--- src/rtl/cbc_pkg.sv ---
package cbc_pkg;

    localparam int BANK_LO_W = 5;
    localparam int BANK_HI_W = 2;
    localparam int ROM_OFF_W = 14;
    localparam int RAM_OFF_W = 13;
    localparam int ROM_FULL_W = BANK_HI_W + BANK_LO_W + ROM_OFF_W;
    localparam int RAM_FULL_W = BANK_HI_W + RAM_OFF_W;

    typedef enum logic [1:0] {
        RESP_NONE = 2'b00,
        RESP_ROM  = 2'b01,
        RESP_RAM  = 2'b10
    } resp_e;

    typedef enum logic {
        MODE_SIMPLE   = 1'b0,
        MODE_ADVANCED = 1'b1
    } bmode_e;

    typedef enum logic [1:0] {
        MAP_PASS   = 2'd0,
        MAP_BANKED = 2'd1,
        MAP_UNSUP  = 2'd2
    } mapper_e;

    typedef enum logic [1:0] {
        SEL_GATE  = 2'd0,
        SEL_LOW   = 2'd1,
        SEL_HIGH  = 2'd2,
        SEL_MODE  = 2'd3
    } ctl_sel_e;

endpackage

--- src/rtl/cbc_type_dec.sv ---
module cbc_type_dec
    import cbc_pkg::*;
(
    input  logic [7:0] cart_type_i,
    output mapper_e    kind_o
);

    always_comb begin
        unique case (cart_type_i)
            8'h00:               kind_o = MAP_PASS;
            8'h01, 8'h02, 8'h03: kind_o = MAP_BANKED;
            default:             kind_o = MAP_UNSUP;
        endcase
    end

endmodule

--- src/rtl/cbc_regs.sv ---
module cbc_regs
    import cbc_pkg::*;
(
    input  logic                 clk,
    input  logic                 rst_n,
    input  logic                 ctl_we,
    input  logic [1:0]           ctl_sel,
    input  logic [BANK_LO_W-1:0] ctl_data,
    output logic                 ram_en_o,
    output logic [BANK_LO_W-1:0] low_o,
    output logic [BANK_HI_W-1:0] high_o,
    output bmode_e               mode_o
);

    bmode_e               mode_q, mode_d;
    logic                 gate_q;
    logic [BANK_LO_W-1:0] low_q;
    logic [BANK_HI_W-1:0] high_q;
    logic                 hit_gate, hit_low, hit_high, hit_mode;

    assign hit_gate = ctl_we && (ctl_sel == SEL_GATE);
    assign hit_low  = ctl_we && (ctl_sel == SEL_LOW);
    assign hit_high = ctl_we && (ctl_sel == SEL_HIGH);
    assign hit_mode = ctl_we && (ctl_sel == SEL_MODE);

    // Mode state register
    always_ff @(posedge clk or negedge rst_n) begin
        if (!rst_n) mode_q <= MODE_SIMPLE;
        else        mode_q <= mode_d;
    end

    // Mode next-state logic
    always_comb begin
        mode_d = mode_q;
        if (hit_mode) begin
            unique case (mode_q)
                MODE_SIMPLE:   if (ctl_data[0])  mode_d = MODE_ADVANCED;
                MODE_ADVANCED: if (!ctl_data[0]) mode_d = MODE_SIMPLE;
                default:       mode_d = MODE_SIMPLE;
            endcase
        end
    end

    // Control fields
    always_ff @(posedge clk or negedge rst_n) begin
        if (!rst_n) begin
            gate_q <= 1'b0;
            low_q  <= BANK_LO_W'(1);
            high_q <= '0;
        end else begin
            if (hit_gate) gate_q <= (ctl_data[3:0] == 4'hA);
            if (hit_low)  low_q  <= (ctl_data == '0) ? BANK_LO_W'(1) : ctl_data;
            if (hit_high) high_q <= ctl_data[BANK_HI_W-1:0];
        end
    end

    assign ram_en_o = gate_q;
    assign low_o    = low_q;
    assign high_o   = high_q;
    assign mode_o   = mode_q;

    a_r1_gate_nibble: assert property (@(posedge clk) disable iff (!rst_n)
        hit_gate |=> (gate_q == ($past(ctl_data[3:0]) == 4'hA)));

    a_r2_low_floor: assert property (@(posedge clk) disable iff (!rst_n)
        (hit_low && ctl_data == '0) |=> (low_q == BANK_LO_W'(1)));

    a_r3_high_load: assert property (@(posedge clk) disable iff (!rst_n)
        hit_high |=> (high_q == $past(ctl_data[BANK_HI_W-1:0])));

    a_r4_mode_follow: assert property (@(posedge clk) disable iff (!rst_n)
        hit_mode |=> (mode_q == ($past(ctl_data[0]) ? MODE_ADVANCED : MODE_SIMPLE)));

    a_r9_fields_hold: assert property (@(posedge clk) disable iff (!rst_n)
        !ctl_we |=> ($stable(low_q) && $stable(high_q) && $stable(gate_q) && $stable(mode_q)));

endmodule

--- src/rtl/cbc_xlate.sv ---
module cbc_xlate
    import cbc_pkg::*;
#(
    parameter int ROM_AW = 21,
    parameter int RAM_AW = 15
) (
    input  mapper_e              kind_i,
    input  logic [15:0]          addr_i,
    input  logic                 rd_i,
    input  logic                 wr_i,
    input  logic                 ram_en_i,
    input  logic [BANK_LO_W-1:0] low_i,
    input  logic [BANK_HI_W-1:0] high_i,
    input  bmode_e               mode_i,
    output resp_e                resp_o,
    output logic [ROM_AW-1:0]    rom_addr_o,
    output logic [RAM_AW-1:0]    ram_addr_o,
    output logic                 ram_we_o
);

    localparam int LOWIN_W = BANK_HI_W + BANK_LO_W;

    logic [ROM_FULL_W-1:0] rom_full;
    logic [RAM_FULL_W-1:0] ram_full;
    logic [LOWIN_W-1:0]    lowin_bank;
    logic [BANK_HI_W-1:0]  ram_bank;
    logic                  in_lo, in_hi, in_ram, ram_ok, live;

    assign in_lo  = (addr_i[15:14] == 2'b00);
    assign in_hi  = (addr_i[15:14] == 2'b01);
    assign in_ram = (addr_i[15:13] == 3'b101);

    always_comb begin
        lowin_bank = (mode_i == MODE_ADVANCED) ? {high_i, {BANK_LO_W{1'b0}}} : '0;
        ram_bank   = (mode_i == MODE_ADVANCED) ? high_i : '0;
        rom_full   = '0;
        ram_full   = '0;
        ram_ok     = 1'b0;
        live       = 1'b0;
        unique case (kind_i)
            MAP_PASS: begin
                rom_full = {{(ROM_FULL_W-15){1'b0}}, addr_i[14:0]};
                ram_full = {{BANK_HI_W{1'b0}}, addr_i[RAM_OFF_W-1:0]};
                ram_ok   = 1'b1;
                live     = 1'b1;
            end
            MAP_BANKED: begin
                rom_full = in_lo ? {lowin_bank, addr_i[ROM_OFF_W-1:0]}
                                 : {high_i, low_i, addr_i[ROM_OFF_W-1:0]};
                ram_full = {ram_bank, addr_i[RAM_OFF_W-1:0]};
                ram_ok   = ram_en_i;
                live     = 1'b1;
            end
            default: begin
                live = 1'b0;
            end
        endcase
    end

    always_comb begin
        resp_o   = RESP_NONE;
        ram_we_o = 1'b0;
        if (live && wr_i) begin
            if (in_ram && ram_ok) begin
                resp_o   = RESP_RAM;
                ram_we_o = 1'b1;
            end
        end else if (live && rd_i) begin
            if (in_lo || in_hi)       resp_o = RESP_ROM;
            else if (in_ram && ram_ok) resp_o = RESP_RAM;
        end
    end

    assign rom_addr_o = ROM_AW'(rom_full);
    assign ram_addr_o = RAM_AW'(ram_full);

endmodule

--- src/rtl/cart_bank_ctrl.sv ---
module cart_bank_ctrl
    import cbc_pkg::*;
#(
    parameter int ROM_AW = 21,
    parameter int RAM_AW = 15
) (
    input  logic              clk,
    input  logic              rst_n,
    input  logic [7:0]        cart_type,
    input  logic [15:0]       cpu_addr,
    input  logic [7:0]        cpu_wdata,
    input  logic              cpu_rd,
    input  logic              cpu_wr,
    input  logic [7:0]        rom_rdata,
    input  logic [7:0]        ram_rdata,
    output logic [7:0]        cpu_rdata,
    output logic [1:0]        resp,
    output logic [ROM_AW-1:0] rom_addr,
    output logic [RAM_AW-1:0] ram_addr,
    output logic              ram_we,
    output logic              unsupported
);

    mapper_e              kind;
    bmode_e               mode;
    resp_e                resp_s;
    logic                 ram_en;
    logic [BANK_LO_W-1:0] low;
    logic [BANK_HI_W-1:0] high;
    logic                 ctl_we;
    logic                 unused_wdata_hi;

    assign unused_wdata_hi = ^cpu_wdata[7:BANK_LO_W];

    cbc_type_dec u_type (
        .cart_type_i (cart_type),
        .kind_o      (kind)
    );

    assign ctl_we = cpu_wr && (kind == MAP_BANKED) && !cpu_addr[15];

    cbc_regs u_regs (
        .clk      (clk),
        .rst_n    (rst_n),
        .ctl_we   (ctl_we),
        .ctl_sel  (cpu_addr[14:13]),
        .ctl_data (cpu_wdata[BANK_LO_W-1:0]),
        .ram_en_o (ram_en),
        .low_o    (low),
        .high_o   (high),
        .mode_o   (mode)
    );

    cbc_xlate #(
        .ROM_AW (ROM_AW),
        .RAM_AW (RAM_AW)
    ) u_xlate (
        .kind_i     (kind),
        .addr_i     (cpu_addr),
        .rd_i       (cpu_rd),
        .wr_i       (cpu_wr),
        .ram_en_i   (ram_en),
        .low_i      (low),
        .high_i     (high),
        .mode_i     (mode),
        .resp_o     (resp_s),
        .rom_addr_o (rom_addr),
        .ram_addr_o (ram_addr),
        .ram_we_o   (ram_we)
    );

    always_comb begin
        unique case (resp_s)
            RESP_ROM: cpu_rdata = rom_rdata;
            RESP_RAM: cpu_rdata = ram_rdata;
            default:  cpu_rdata = 8'hFF;
        endcase
    end

    assign resp        = resp_s;
    assign unsupported = (kind == MAP_UNSUP);

    a_r8_we_gated: assert property (@(posedge clk) disable iff (!rst_n)
        ram_we |-> (cpu_wr && cpu_addr[15:13] == 3'b101 && (kind == MAP_PASS || ram_en)));

    a_r10_unsup_silent: assert property (@(posedge clk) disable iff (!rst_n)
        unsupported |-> (resp_s == RESP_NONE && !ram_we));

    a_r12_idle_none: assert property (@(posedge clk) disable iff (!rst_n)
        (!cpu_rd && !cpu_wr) |-> (resp_s == RESP_NONE && cpu_rdata == 8'hFF));

endmodule

--- config.mk ---
export PLATFORM = sky130hd
export DESIGN_NAME = cart_bank_ctrl
export DESIGN_NICKNAME = d
export VERILOG_FILES = /design/src/rtl/cbc_pkg.sv /design/src/rtl/cbc_type_dec.sv /design/src/rtl/cbc_regs.sv /design/src/rtl/cbc_xlate.sv /design/src/rtl/cart_bank_ctrl.sv
export SDC_FILE = /design/constraint.sdc
export NUM_CORES = 1
export LEC_CHECK = 0
export CORE_AREA = 2 2 54 56
export CTS_CLUSTER_SIZE = 14
export DETAILED_ROUTE_END_ITERATION = 10
export DIE_AREA = 0 0 56 58
export DONT_BUFFER_PORTS = 1
export HOLD_SLACK_MARGIN = 0.05
export PLACE_DENSITY = 0.51
export SKIP_CTS_REPAIR_TIMING = 1
export SLEW_MARGIN = 15
export SYNTH_ARGS = -nofsm -noshare
export SYNTH_HDL_FRONTEND = slang
export SYNTH_SLANG_ARGS = --single-unit
--- constraint.sdc ---
create_clock -name clk -period 2.4 [get_ports clk]
set_clock_uncertainty 0.1 [all_clocks]
set_input_delay 0.24 -clock clk [delete_from_list [all_inputs] [get_ports clk]]
set_output_delay 0.24 -clock clk [all_outputs]
set_load 0.05 [all_outputs]
### Yosys cells after proc, flatten, opt, wreduce, memory -nomap -nowiden

Cells that the tools add are included.

| storage, ports and cells | value |
|---|---|
| output and inout bits | 48 |
| flip-flop bits (word level) | 9 |
| word-level logic and storage cells | 52 |

| operators by class | value |
|---|---|
| reductions and logical operators | 18 |
| muxes and demuxes | 17 |
| eq/ne operators | 13 |

Operators with widths:

| kind | count |
|---|---|
| one-hot mux 21 bit (2 select lines) | 1 |
| one-hot mux 15 bit (2 select lines) | 1 |
| two-way mux 21 bit | 1 |
| == test 8 x 2 -> 1 bit (second input constant) | 2 |
| one-hot mux 8 bit (2 select lines) | 1 |
| two-way mux 2 bit | 5 |
| logical AND 1 bit | 9 |
| == test 2 x 1 -> 1 bit (second input constant) | 4 |
| == test 2 bit (second input constant) | 4 |
| == test 8 x 1 -> 1 bit (second input constant) | 1 |
| logical NOT 8 bit | 1 |
| two-way mux 7 bit | 1 |
| logical NOT 2 bit | 3 |
| logical NOT 5 bit | 1 |
| two-way mux 5 bit | 1 |
| == test 4 bit (second input constant) | 1 |
| two-way mux 1 bit | 4 |
| one-hot mux 2 bit (2 select lines) | 1 |
| == test 3 bit (second input constant) | 1 |
| OR reduction 3 bit | 1 |
| one-hot mux 1 bit (2 select lines) | 1 |
| OR reduction 2 bit | 1 |
| logical NOT 1 bit | 1 |
| logical OR 1 bit | 1 |

### Depth between registers and ports, before layout

| logic depth | value |
|---|---|
| depth in word-level cells | 12 |
| gate-level depth with buffers | 8 |
| depth with buffers taken out | 6 |

### By module

Synthesis repeated with hierarchy kept, for this count alone.

| second synthesis, totals | value |
|---|---|
| cells, all modules | 95 |
| area, all modules | 959.7 um2 |

By module, submodules not included:

| module | cells each | area each (um2) | instances | seq. area each (um2) |
|---|---|---|---|---|
| cbc_regs | 26 | 406.6 | 1 | 226.5 |
| cbc_xlate | 48 | 366.6 | 1 | 0.0 |
| cart_bank_ctrl | 17 | 156.4 | 1 | 0.0 |
| cbc_type_dec | 4 | 30.0 | 1 | 0.0 |

### Least setup slack after synthesis

Ideal clock, no wire load.

| timing path | value |
|---|---|
| path kind | input to output |
| start | in cart_type[3] |
| end | out cpu_rdata[0] |
| arrival | 2.785 ns |
| path buffers | 1 |
| required time | 2.060 ns |
| stages | 7 |
| setup slack | -0.725 ns |
| cell sequence | or4_4 nor3_4 and2_2 and2_1 ha_1 clkbuf_1 a221o_1 |

| between the ends | value |
|---|---|
| cells in the longest elaborated chain, start to end | 12 |
| elaborated cells between the ends (all ways) | 21 |
| classes of those cells | 6 x eq/ne; 8 x mux; 7 x reduce/logical |

RTL lines:

| item | RTL line | RTL |
|---|---|---|
| start: declaration | cart_bank_ctrl.sv:9 | `input logic [7:0] cart_type,` |
| == test 8 x 1 -> 1 bit or == test 8 x 2 -> 1 bit (tied branches) | cbc_type_dec.sv:9 | `unique case (cart_type_i)` |
| OR reduction 3 bit | cbc_type_dec.sv:9 |  |
| one-hot mux 2 bit (2 select lines) (*) | cbc_type_dec.sv:9 |  |
| == test 2 x 1 -> 1 bit or logical NOT 2 bit (tied branches) | cbc_xlate.sv:40 | `unique case (kind_i)` |
| one-hot mux 1 bit (2 select lines) | cbc_xlate.sv:40 |  |
| logical AND 1 bit | cbc_xlate.sv:64, cbc_xlate.sv:70 |  |
| two-way mux 2 bit | cbc_xlate.sv:64, cbc_xlate.sv:70 |  |
| two-way mux 2 bit | cbc_xlate.sv:69 | `if (in_lo \|\| in_hi) resp_o = RESP_ROM;` |
| two-way mux 2 bit | cbc_xlate.sv:68 | `end else if (live && rd_i) begin` |
| two-way mux 2 bit (*) | cbc_xlate.sv:63 | `if (live && wr_i) begin` |
| via resp[1] | cart_bank_ctrl.sv:17 | `output logic [1:0] resp,` |
| == test 2 bit or == test 2 x 1 -> 1 bit (tied branches) | cart_bank_ctrl.sv:73 | `unique case (resp_s)` |
| one-hot mux 8 bit (2 select lines) (*) | cart_bank_ctrl.sv:73 |  |
| end: declaration | cart_bank_ctrl.sv:16 | `output logic [7:0] cpu_rdata,` |

Mark *: on every way through the listed nets, which the timed path passes. The rest lies on a longest branch.

### Final worst setup path

| timing path | value |
|---|---|
| start | in cart_type[6] |
| end | out cpu_rdata[0] |

| between the ends | value |
|---|---|
| cells in the longest elaborated chain, start to end | 12 |
| elaborated cells between the ends (all ways) | 21 |
| classes of those cells | 6 x eq/ne; 8 x mux; 7 x reduce/logical |

RTL lines:

| item | RTL line |
|---|---|
| == test 8 x 1 -> 1 bit or == test 8 x 2 -> 1 bit (tied branches) | cbc_type_dec.sv:9 |
| OR reduction 3 bit | cbc_type_dec.sv:9 |
| one-hot mux 2 bit (2 select lines) (*) | cbc_type_dec.sv:9 |
| == test 2 x 1 -> 1 bit or logical NOT 2 bit (tied branches) | cbc_xlate.sv:40 |
| one-hot mux 1 bit (2 select lines) | cbc_xlate.sv:40 |
| logical AND 1 bit | cbc_xlate.sv:64, cbc_xlate.sv:70 |
| two-way mux 2 bit | cbc_xlate.sv:64, cbc_xlate.sv:70 |
| two-way mux 2 bit | cbc_xlate.sv:69 |
| two-way mux 2 bit | cbc_xlate.sv:68 |
| two-way mux 2 bit (*) | cbc_xlate.sv:63 |
| == test 2 bit or == test 2 x 1 -> 1 bit (tied branches) | cart_bank_ctrl.sv:73 |
| one-hot mux 8 bit (2 select lines) (*) | cart_bank_ctrl.sv:73 |

Mark *: on every way between the ends. The rest lies on a longest branch, timed or not.

==> results.md <==
- Status: finished, violations left
- Failing checks: setup timing
- Die Height: 58 um
- Layout Nets: 184
- Htree depth: 1
- Final setup vio count: 8
- Share of power burned in registers: 47.9%
- RR Endpoint: u_regs.mode_o
- Crit path launch type: primary input
- Met1 Routed Length: 905 um
- Place WS: -100 ps
- Switching power: 0.0843 mW
- WL per Instance: 16.0 um
- Syn nets: 153
- DRC errors left: 0
- Sequential element share of the synthesized area: 25.1%
- Max cap viols: 0
- Synth Warn #: 0
- Placed cells: 142
- Slowest CP cell: or4_4
- Tot GR Track Use: 14.1%
- Full die area: 3250 um^2
- Synthesized flop and latch total: 9
- CTS Buf Count: 3
- Clk pin slew, worst setup/hold paths: 60 ps
- Avg Vias per Cell: 5.44
- Clock root buffer: clkbuf_4
- Worst min path class: primary input to register
- Reg2reg setup slack: 1510 ps
- Diode count: 0
- Worst-Margin Slew: 418 ps
- Clock Path Buffers: 2
- Gr ovfl total: 0
- Fin Hold WS: 66.4 ps
- Final worst path period need: 2470 ps
- Fmax: 405 MHz
- Critical path class: primary input to output pin
- Antenna viol nets, final: 0
- DR iter-0 viols: 26
- Int Power: 0.243 mW
- Vias in the first global route: 827
- Initial Utilization: 33.9%
- Commonest non-fill, non-tap cell in the layout: buf_4
- Clock share of power: 35.9%
- CP arrival: 2130 ps
- Area of the multi-input gates: 587 um^2
- Comb pwr share: 16.2%
- Share of layout cells above drive strength 1: 58.1%
- Sw frac: 25.8%
- Setup TNS: -529 ps
- Register area: 226 um^2
- Yosys cell types: 32
- Worst setup EP type: output pin
- Fin. Hold Viols: 0
- Die Wd: 56 um
- Highest metal used: met4
- Clock sink count: 9
- Routed wl met3: 193 um
- Io pins: 100
- Largest net degree at the start of global routing: 16
- DR WL met2: 1420 um
- Clk Latency, worst-skew pair: 260 ps
- Input/output buffers: 0
- RSZ-0062 raised after global routing: yes
- Max IR drop VDD: 0.306 mV
- First-pass GRT wire length: 3620 um
- DR vias: 870
- Filler cells: 237
- R2R depth: 1
- Final Cycle Share: 103%
- CP startpoint: cart_type[6]
- Critical path required time: 2060 ps
- Setup ws final: -71.1 ps
- RePlAce Congestion: 0.727
- Final slew viol count: 0
- Pleak: 0.687 nW
- Average footprint of a synthesized cell: 9.12 um^2
- Worst Setup EP: cpu_rdata[0]
- Crit path max fanout: 8
- Aggregate routed wire length: 2560 um
- Critical path, cell by cell: or4_4 -> nor3_4 -> buf_12 -> and2_4 -> and2_4 -> ha_4 -> a221o_2
- Cell Pwr Density: 230 nW/um^2
- Commonest non-fill, non-tap cells in the layout: 24 x buf_4, 14 x buf_12, 9 x and2_1
- Cell row count: 19
- Crit-path max cell delay: 540 ps
- Initial antenna violation count: 0
- CORE AREA: 2660 um^2
- Area Overhead vs Synth: 57.1%
- Post-Synthesis Cells: 99
- Pre-Repair DR Iteration Count: 3
- Worst slew margin relative to its limit: 72.0%
- Crit path top cell by count: and2_4
- CTS tree: built
- Area of the mapped netlist: 903 um^2
- Post-DP HPWL: 1940 um
- Reg-to-reg critical path startpoint: u_regs.mode_o
- Post-Layout Cell Count: 160
[Yosys cell counts (all sizes together)]
cell type,number,area (um^2)
and2,15,100
buf,14,109
a221o,8,80.1
dfrtp,8,200
mux2,8,105
and3,6,37.5
clkbuf,5,18.8
nor2,5,18.8
nor3,4,31.3
inv,3,11.3
nor4,3,18.8
ha,2,25.0
nand2,2,7.51
o211a,2,20.0
or2,2,12.5
or4,2,18.8
a211oi,1,7.51
a21oi,1,5.00
dfstp,1,26.3
mux2i,1,10.0
nand2b,1,6.26
nand3,1,5.00
nand3b,1,7.51
nor2b,1,6.26
nor4bb,1,10.0
o21ai,1,5.00
[per-stage QoR]
| step | total power [mW] | utilization [%] | area [um^2] |
|---|---|---|---|
| finish | 0.327 | 53.3 | 1420 |
| CTS | 0.318 | 47.9 | 1280 |
| floorplan | 0.192 | - | 932 |
| detailed placement | 0.199 | 46.9 | 1250 |
| global route | 0.346 | 53.3 | 1420 |
| global placement | 0.199 | 46.9 | 1250 |
[how the worst min path moves through the flow]
| stage | endpoint | cells past startpoint | start | slack (ps) |
|---|---|---|---|---|
| 5_1_grt | u_regs.low_o[0] | 3 | cpu_wdata[4] | 60 |
| 3_5_place_dp | u_regs.high_o[1] | 0 | rst_n | -160 |
| 3_3_place_gp | u_regs.low_o[1] | 0 | rst_n | -160 |
| 6_report | u_regs.low_o[0] | 3 | cpu_wdata[4] | 70 |
| 2_1_floorplan | u_regs.high_o[0] | 0 | rst_n | -160 |
| 4_1_cts | u_regs.high_o[1] | 0 | rst_n | -440 |
[sequential cells by signal, indices dropped and copies added (netlist names)]
signal and count:
u_regs.low_o 5, u_regs.mode_o 1, u_regs.high_o 2, u_regs.ram_en_o 1
[cell families (layout without fill, tap and decap cells)]
logic type	after synthesis	count (layout)	share of synthesized area, %
simple gates	44	44	31.0
buf+inv	22	52	15.4
flops	9	9	25.1
fa+ha+maj	2	2	2.77
compound gates	13	13	13.0
mux	9	9	12.7
[power groups by stage]
| stage | logic, mW | registers, mW | clock network (mW) |
|---|---|---|---|
| global route | 0.0570 | 0.157 | 0.132 |
| detailed placement | 0.0399 | 0.159 | 0 |
| CTS | 0.0400 | 0.157 | 0.121 |
| global placement | 0.0393 | 0.159 | 0 |
| floorplan | 0.0332 | 0.159 | 0 |
| finish | 0.0528 | 0.157 | 0.117 |
[metal layers]
metal  up-vias  track usage, %
met5         -               0
met4         0            6.12
met3         8            4.24
met2        57            25.4
met1       398            15.4
li1        407               -
[worst max-delay path, delay by kind of cell]
family	cells	cell delay [ps]
buf+inv	1	140
simple gates	4	1090
compound gates	1	440
fa+ha+maj	1	220
[cell type report]
type | count | area share [%]
Sequential cell | 9 | 16.0
Tap cell | 31 | 2.73
Inverter | 3 | 1.06
Timing Repair Buffer | 45 | 37.0
Multi-Input combinational cell | 68 | 41.4
Clock buffer | 4 | 1.85
Note: power is estimated with default switching activity, not from simulation.
